==> config.mk <==
export PLATFORM = sky130hd
export DESIGN_NAME = edge_irq_ctrl
export DESIGN_NICKNAME = d
export VERILOG_FILES = /design/src/rtl/edge_irq_pkg.sv /design/src/rtl/edge_irq_sync.sv /design/src/rtl/edge_irq_portmux.sv /design/src/rtl/edge_irq_edge.sv /design/src/rtl/edge_irq_ctrl.sv
export SDC_FILE = /design/constraint.sdc
export NUM_CORES = 1
export LEC_CHECK = 0
export ABC_AREA = 1
export BUFFER_PORTS_ARGS = -buffer_cell sky130_fd_sc_hd__buf_4
export CAP_MARGIN = 15
export CORE_MARGIN = 8
export CORE_UTILIZATION = 50
export DETAILED_ROUTE_END_ITERATION = 7
export GPL_ROUTABILITY_DRIVEN = 0
export PLACE_DENSITY_LB_ADDON = 0.1
export SYNTH_ARGS = -nofsm -noshare
export SYNTH_HDL_FRONTEND = slang
export SYNTH_HIERARCHICAL = 1
export SYNTH_SLANG_ARGS = --single-unit
==> constraint.sdc <==
create_clock -name clk -period 1.75 [get_ports clk]
set_clock_uncertainty 0.15 [all_clocks]
set_input_delay 0.2625 -clock clk [delete_from_list [all_inputs] [get_ports clk]]
set_output_delay 0.2625 -clock clk [all_outputs]
set_load 0.01 [all_outputs]
==> src/rtl/edge_irq_pkg.sv <==
package edge_irq_pkg;
    localparam int ADDR_W = 3;

    localparam logic [ADDR_W-1:0] ADDR_IMASK = 3'd0;
    localparam logic [ADDR_W-1:0] ADDR_EMASK = 3'd1;
    localparam logic [ADDR_W-1:0] ADDR_RISE  = 3'd2;
    localparam logic [ADDR_W-1:0] ADDR_FALL  = 3'd3;
    localparam logic [ADDR_W-1:0] ADDR_PEND  = 3'd4;
    localparam logic [ADDR_W-1:0] ADDR_SEL0  = 3'd5;
endpackage

==> src/rtl/edge_irq_sync.sv <==
module edge_irq_sync #(
    parameter int W = 23
) (
    input  logic         clk,
    input  logic         rst_n,
    input  logic [W-1:0] d_i,
    output logic [W-1:0] q_o
);
    typedef struct packed {
        logic [W-1:0] s1;
        logic [W-1:0] s2;
    } sync_t;

    sync_t st_d, st_q;

    always_comb begin
        st_d.s1 = d_i;
        st_d.s2 = st_q.s1;
    end

    always_ff @(posedge clk or negedge rst_n) begin
        if (!rst_n) st_q <= '0;
        else        st_q <= st_d;
    end

    assign q_o = st_q.s2;
endmodule

==> src/rtl/edge_irq_portmux.sv <==
module edge_irq_portmux #(
    parameter int NUM_PINS  = 16,
    parameter int NUM_PORTS = 9,
    parameter int SEL_W     = 4
) (
    input  logic [NUM_PORTS*NUM_PINS-1:0] gpio_i,
    input  logic [NUM_PINS*SEL_W-1:0]     sel_i,
    output logic [NUM_PINS-1:0]           line_o
);
    for (genvar p = 0; p < NUM_PINS; p++) begin : g_pin
        logic pick_v;
        always_comb begin
            pick_v = 1'b0;
            for (int k = 0; k < NUM_PORTS; k++) begin
                if (sel_i[p*SEL_W +: SEL_W] == SEL_W'(k))
                    pick_v = gpio_i[k*NUM_PINS + p];
            end
        end
        assign line_o[p] = pick_v;
    end
endmodule

==> src/rtl/edge_irq_edge.sv <==
module edge_irq_edge #(
    parameter int W = 23
) (
    input  logic [W-1:0] cur_i,
    input  logic [W-1:0] prev_i,
    input  logic [W-1:0] rise_en_i,
    input  logic [W-1:0] fall_en_i,
    output logic [W-1:0] trig_o
);
    logic [W-1:0] up_v, down_v;

    always_comb begin
        up_v   = cur_i & ~prev_i;
        down_v = ~cur_i & prev_i;
        trig_o = (up_v & rise_en_i) | (down_v & fall_en_i);
    end
endmodule

==> src/rtl/edge_irq_ctrl.sv <==
module edge_irq_ctrl
    import edge_irq_pkg::*;
#(
    parameter int NUM_LINES = 23,
    parameter int NUM_PINS  = 16,
    parameter int NUM_PORTS = 9,
    parameter int SEL_W     = 4,
    parameter int DATA_W    = 32
) (
    input  logic                          clk,
    input  logic                          rst_n,
    input  logic [NUM_PORTS*NUM_PINS-1:0] gpio_i,
    input  logic [NUM_LINES-NUM_PINS-1:0] int_src_i,
    input  logic                          bus_wen_i,
    input  logic [ADDR_W-1:0]             bus_addr_i,
    input  logic [DATA_W-1:0]             bus_wdata_i,
    output logic [DATA_W-1:0]             bus_rdata_o,
    output logic [NUM_LINES-1:0]          irq_o,
    output logic [NUM_LINES-1:0]          evt_o
);
    localparam int N         = NUM_LINES;
    localparam int SEL_BITS  = NUM_PINS * SEL_W;
    localparam int SEL_WORDS = (SEL_BITS + DATA_W - 1) / DATA_W;
    localparam int SEL_REG_W = SEL_WORDS * DATA_W;

    typedef struct packed {
        logic [N-1:0]         imask;
        logic [N-1:0]         emask;
        logic [N-1:0]         rise;
        logic [N-1:0]         fall;
        logic [N-1:0]         pend;
        logic [N-1:0]         evt;
        logic [N-1:0]         prev;
        logic [SEL_REG_W-1:0] sel;
    } ctrl_t;

    ctrl_t st_d, st_q;

    logic [NUM_PINS-1:0] pin_line;
    logic [N-1:0]        raw_line;
    logic [N-1:0]        sync_line;
    logic [N-1:0]        trig;
    logic [N-1:0]        clr_mask;

    // vectors exposed for the bound checker
    logic [N-1:0] pend_vec, emask_vec, rise_vec, fall_vec;

    edge_irq_portmux #(
        .NUM_PINS (NUM_PINS),
        .NUM_PORTS(NUM_PORTS),
        .SEL_W    (SEL_W)
    ) u_mux (
        .gpio_i(gpio_i),
        .sel_i (st_q.sel[SEL_BITS-1:0]),
        .line_o(pin_line)
    );

    assign raw_line = {int_src_i, pin_line};

    edge_irq_sync #(.W(N)) u_sync (
        .clk  (clk),
        .rst_n(rst_n),
        .d_i  (raw_line),
        .q_o  (sync_line)
    );

    edge_irq_edge #(.W(N)) u_edge (
        .cur_i    (sync_line),
        .prev_i   (st_q.prev),
        .rise_en_i(st_q.rise),
        .fall_en_i(st_q.fall),
        .trig_o   (trig)
    );

    always_comb begin
        st_d      = st_q;
        clr_mask  = '0;
        st_d.prev = sync_line;
        st_d.evt  = trig & st_q.emask;

        if (bus_wen_i) begin
            case (bus_addr_i)
                ADDR_IMASK: st_d.imask = bus_wdata_i[N-1:0];
                ADDR_EMASK: st_d.emask = bus_wdata_i[N-1:0];
                ADDR_RISE:  st_d.rise  = bus_wdata_i[N-1:0];
                ADDR_FALL:  st_d.fall  = bus_wdata_i[N-1:0];
                ADDR_PEND:  clr_mask   = bus_wdata_i[N-1:0];
                default: begin
                    for (int w = 0; w < SEL_WORDS; w++) begin
                        if (bus_addr_i == ADDR_W'(int'(ADDR_SEL0) + w))
                            st_d.sel[w*DATA_W +: DATA_W] = bus_wdata_i;
                    end
                end
            endcase
        end

        // a new edge wins over a clear of the same bit
        st_d.pend = (st_q.pend & ~clr_mask) | (trig & ~st_q.emask);
    end

    always_ff @(posedge clk or negedge rst_n) begin
        if (!rst_n) st_q <= '0;
        else        st_q <= st_d;
    end

    always_comb begin
        bus_rdata_o = '0;
        case (bus_addr_i)
            ADDR_IMASK: bus_rdata_o = {{(DATA_W-N){1'b0}}, st_q.imask};
            ADDR_EMASK: bus_rdata_o = {{(DATA_W-N){1'b0}}, st_q.emask};
            ADDR_RISE:  bus_rdata_o = {{(DATA_W-N){1'b0}}, st_q.rise};
            ADDR_FALL:  bus_rdata_o = {{(DATA_W-N){1'b0}}, st_q.fall};
            ADDR_PEND:  bus_rdata_o = {{(DATA_W-N){1'b0}}, st_q.pend};
            default: begin
                for (int w = 0; w < SEL_WORDS; w++) begin
                    if (bus_addr_i == ADDR_W'(int'(ADDR_SEL0) + w))
                        bus_rdata_o = st_q.sel[w*DATA_W +: DATA_W];
                end
            end
        endcase
    end

    assign irq_o     = st_q.pend & st_q.imask;
    assign evt_o     = st_q.evt;
    assign pend_vec  = st_q.pend;
    assign emask_vec = st_q.emask;
    assign rise_vec  = st_q.rise;
    assign fall_vec  = st_q.fall;
endmodule

# Word-level counts from Yosys, hierarchy flattened

Cells that the tools add are included.

Bits of input ports: 189
Output and inout port bits: 78
Logic and storage cells: 333
Register bits after elaboration: 271

Multiplexer cells: 149
Reduce and logical (&&, ||, !) cells: 24
Bitwise operators: 15
Eq/ne operators: 134

Operators by type and width:

| kind                 | count |
|---|---|
| $eq A4 B3 Y1 const B | 64 |
| $and A23 B23 Y23     | 8 |
| $pmux W32 S5         | 1 |
| $mux W1              | 144 |
| $eq A4 B2 Y1 const B | 32 |
| $not A23 Y23         | 4 |
| $eq A4 B1 Y1 const B | 16 |
| $eq A4 B4 Y1 const B | 16 |
| $logic_not A4 Y1     | 16 |
| $mux W32             | 2 |
| $mux W23             | 2 |
| $or A23 B23 Y23      | 2 |
| $eq A3 B3 Y1 const B | 3 |
| $reduce_and A2 Y1    | 4 |
| $eq A3 B2 Y1 const B | 2 |
| $reduce_and A3 Y1    | 2 |
| $reduce_or A5 Y1     | 1 |
| $eq A3 B1 Y1 const B | 1 |
| $logic_not A3 Y1     | 1 |
| $not A1 Y1           | 1 |

# Depth between registers and ports, before layout

Word-level depth: 10
Gate-level depth with buffers: 8
Depth with buffers taken out: 6

# Cells and area by module

Netlist, hierarchy kept.

By module, submodules not included:

| module           | instances | cells each | area an instance (um^2) | seq. area each (um^2) |
|---|---|---|---|---|
| edge_irq_ctrl    | 1         | 1163       | 9811.9                  | 5630.4 |
| edge_irq_portmux | 1         | 464        | 2042.0                  | 0.0 |
| edge_irq_sync    | 1         | 46         | 1151.1                  | 1151.1 |
| edge_irq_edge    | 1         | 115        | 489.2                   | 0.0 |

# Worst setup path after synthesis

Ideal clock, no wire load.

Kind: input port to output port
Start point: in bus_addr_i[0]
End point: out bus_rdata_o[0]
Buffers on the path: 2
Arrival time: 1363 ps
Stages on the path: 8
Required time: 1337 ps
Setup slack: -26 ps
Path through: buf_2 > clkinv_1 > nor2_2 > buf_2 > nand3_1 > nand2_1 > inv_1 > nand3_1

Word-level cells in the longest chain between the ends: 4
Elaborated cells on any way between the ends: 10
Classes of those cells: eq/ne: 6; mux: 3; reduce/logical: 1

Ends and longest elaborated chain:

| what                  | RTL line             | RTL |
|---|---|---|
| start: declaration    | edge_irq_ctrl.sv:15  | `input logic [ADDR_W-1:0] bus_addr_i,` |
| $eq A3 B3 Y1          | edge_irq_ctrl.sv:116 | `if (bus_addr_i == ADDR_W'(int'(ADDR_SEL0) + w))` |
| $mux W32 (2 in a row) | edge_irq_ctrl.sv:116 |  |
| $pmux W32 S5 *        | edge_irq_ctrl.sv:108 | `case (bus_addr_i)` |
| end: declaration      | edge_irq_ctrl.sv:17  | `output logic [DATA_W-1:0] bus_rdata_o,` |

Every way passes the cells marked *; elsewhere a longest branch is shown, timed or not.

# Worst setup path in the final report

Start point: reg st_q, in the netlist rise_vec[12]
End point: out bus_rdata_o[12]

Word-level cells in the longest chain between the ends: 1

Ends and longest elaborated chain:

| what                     | RTL line             | RTL |
|---|---|---|
| start: declaration       | edge_irq_ctrl.sv:37  | `ctrl_t st_d, st_q;` |
| start signal: assignment | edge_irq_ctrl.sv:103 | `else st_q <= st_d;` |
| $pmux W32 S5             | edge_irq_ctrl.sv:108 |  |

No other way between the ends.

==> reports/qor.yml <==
die_h_um: 180
hold_path_class: "primary input to flip-flop"
layout.nets: 2423
syn2layout_area_growth_pct: 41.7
maxCapViolations: 0
critPathMaxStageDelay_ps: 390
numCtsBuffers: 29
gr-usage-all-layers_pct: 26.8
p_leak_uw: 0.0104
antenna_found_initial: 0
fin_crit_sh_pct: 110
holdWs_ps: 12.4
drive_gt1_share_pct: 28.3
hpwlAfterDp_mm: 31.5
violations: "setup timing"
tns_ps: -2430
ir_worst_vdd_mv: 0.794
grt_max_degree: 59
synth.most_common_cell: "nand2_1"
reg2reg_from: "st_q[33]"
yosysTopAreaCellShare_pct: 50.3
async_flop_share_pct: 100
wl_per_cell_um: 17.6
ioPinCount: 267
reg2reg_setup_slack_ps: 240
synth_warnings: 6
finalHoldViolations: 0
root_buffer: "clkbuf_16"
yosys-top-cells-count: "474 x nand2_1, 298 x inv_1, 271 x dfrtp_1"
finalSetupViolCount: 23
synthCells: 1788
slew_headroom_pct: 73.3
cpMostUsedCell: "nand3_1"
netlist_top_cells_area: "dfrtp_1 50%, nand2_1 13%, nand3_1 9.0%"
detail_route.drc_violations: 0
slew_viol_final: 0
fin_ws_ps: -180
core_um2: 26700
fmax_mhz: 518
vias: 13700
overflow: 0
tightest_slew_ps: 401
synth_ff_type: "dfrtp_1"
cp_cell_sequence: "nand3_1, nand2_1, nor2_1, nand3_1, buf_6"
die_x_um: 180
yosysSeqAreaShare_pct: 50.3
cp-end-kind: "primary output"
antenna_left: 0
clkTransAtPathRegs_ps: 60
yosysTopAreaCell: "dfrtp_1"
reg2reg_depth: 9
worstSetupEndpoint: "bus_rdata_o[12]"
initial_core_util_pct: 50.5
clockBufferDepth: 3
cp-startpoint: "rise_vec[12]"
die_area_um2: 32500
avgSynthCellArea_um2: 7.55
dr.pass1.iters: 7
worstSetupPathType: "flip-flop to primary output"
htree_levels: 1
synth_seq_cells: 271
grt_pass1_vias: 13500
r2r-end: "u_sync/st_d[8]"
diodes: 0
power.total_uw: 21000
status: "finished, violations left"
slowest_stage: "dfrtp_1"
cts.sinks: 271
crit_path_max_fanout: 3
dp_slack_ps: -55.9
worst_ep_required_time_ps: 1340
period_needed_ps: 1930
drt-vias-per-instance: 5.29
rows: 60
routed_wl_mm: 45.7
rsz0062_at_grt: "yes"
port_buffers: 266
powerDensity_nw_per_um2: 1100
cts_tree: "built"
n_fill_cell: 2118
cp-start-kind: "flip-flop"
drt_iter0_drc: 1345
syn_area_um2: 13500
clk_latency_ps: 550
synth_enable_flop_cells: 0
grt_first_pass_wirelength_mm: 70.8
cp.arrival_ps: 1520
ys_types: 21
synth_nets: 1977
power breakdown:
group	switching, uW	total, uW	internal, uW
clock network	2530	6090	3550
logic	3050	6040	2980
registers	1150	8840	7690
total	6740	21000	14200
worst min-delay path by stage:
stage,slack (ps),end,startpoint,cells after the start
floorplan,-180,emask_vec[0],rst_n,0
global placement,40,emask_vec[20],rst_n,1
detailed placement,50,u_sync/q_o[20],rst_n,1
CTS,2,u_sync/st_d[8],gpio_i[8],7
global route,30,u_sync/st_d[15],gpio_i[79],7
finish,10,u_sync/st_d[13],gpio_i[29],6
final cells by class:
class	count	area [um^2]	area share, %
clock buffer	39	813	4.25
clock inverter	14	135	0.707
inverter	317	1190	6.25
multi-input combinational	1094	5220	27.3
sequential	271	6830	35.7
tap	341	427	2.23
timing repair buffer	521	4500	23.5
cell families (layout without fill, tap and decap cells):
family,count (synthesis),count (layout),synth area share (%)
buffers and inverters,423,891,13.0
AOI/OAI and AO/OA,202,202,7.49
DFF,271,271,50.3
and+or+nand+nor,892,892,29.3
routing by layer:
metal	global-route usage [%]	wire length (um)	share of wire, %
met5	0	0	0
met4	8.66	1030	2.2
met3	7.94	4890	11
met2	42.0	21200	46
met1	35.3	18600	41
timing repair:
item,in CTS,in global routing
gates resized for setup,72,80
pin swaps,37,40
endpoints found under the setup margin,30,44
hold buffers,57,0
endpoints found under the hold margin,408,0
buffers inserted,103,39
layout by cell type, fill, tap and decap left out, types with 29 or more instances in the layout:
cell	n
nand2_1	459
buf_4	401
inv_1	293
dfrtp_1	230
nand3_1	216
o21ai_0	137
o21ai_1	65
nand4_1	62
nor2_1	62
dlygate4sd3_1	57
dfrtp_2	41
buf_6	37
clkbuf_16	29
stage by stage:
stage	cells	cell area, um^2	utilization, %
2_1_floorplan	1788	13500	-
3_3_place_gp	2347	16100	60.2
3_5_place_dp	2347	16100	60.2
4_1_cts	2560	18600	69.5
5_1_grt	2597	19100	71.5
6_report	2597	19100	71.5
registers in the layout (all words and copies together), names as in the netlist:
register and cells:
pend_vec 23, rise_vec 23, st_q 110, fall_vec 23, u_sync/q_o 23, emask_vec 23
u_sync/st_d 23, evt_o 23
worst max-delay path, delay by kind of cell, from the launching register on:
kind / cells / cell delay (ps)
buffers and inverters: 1 / 150
flip-flops: 1 / 390
AND/OR/NAND/NOR: 4 / 420
Power figures use the tool's default switching activity.
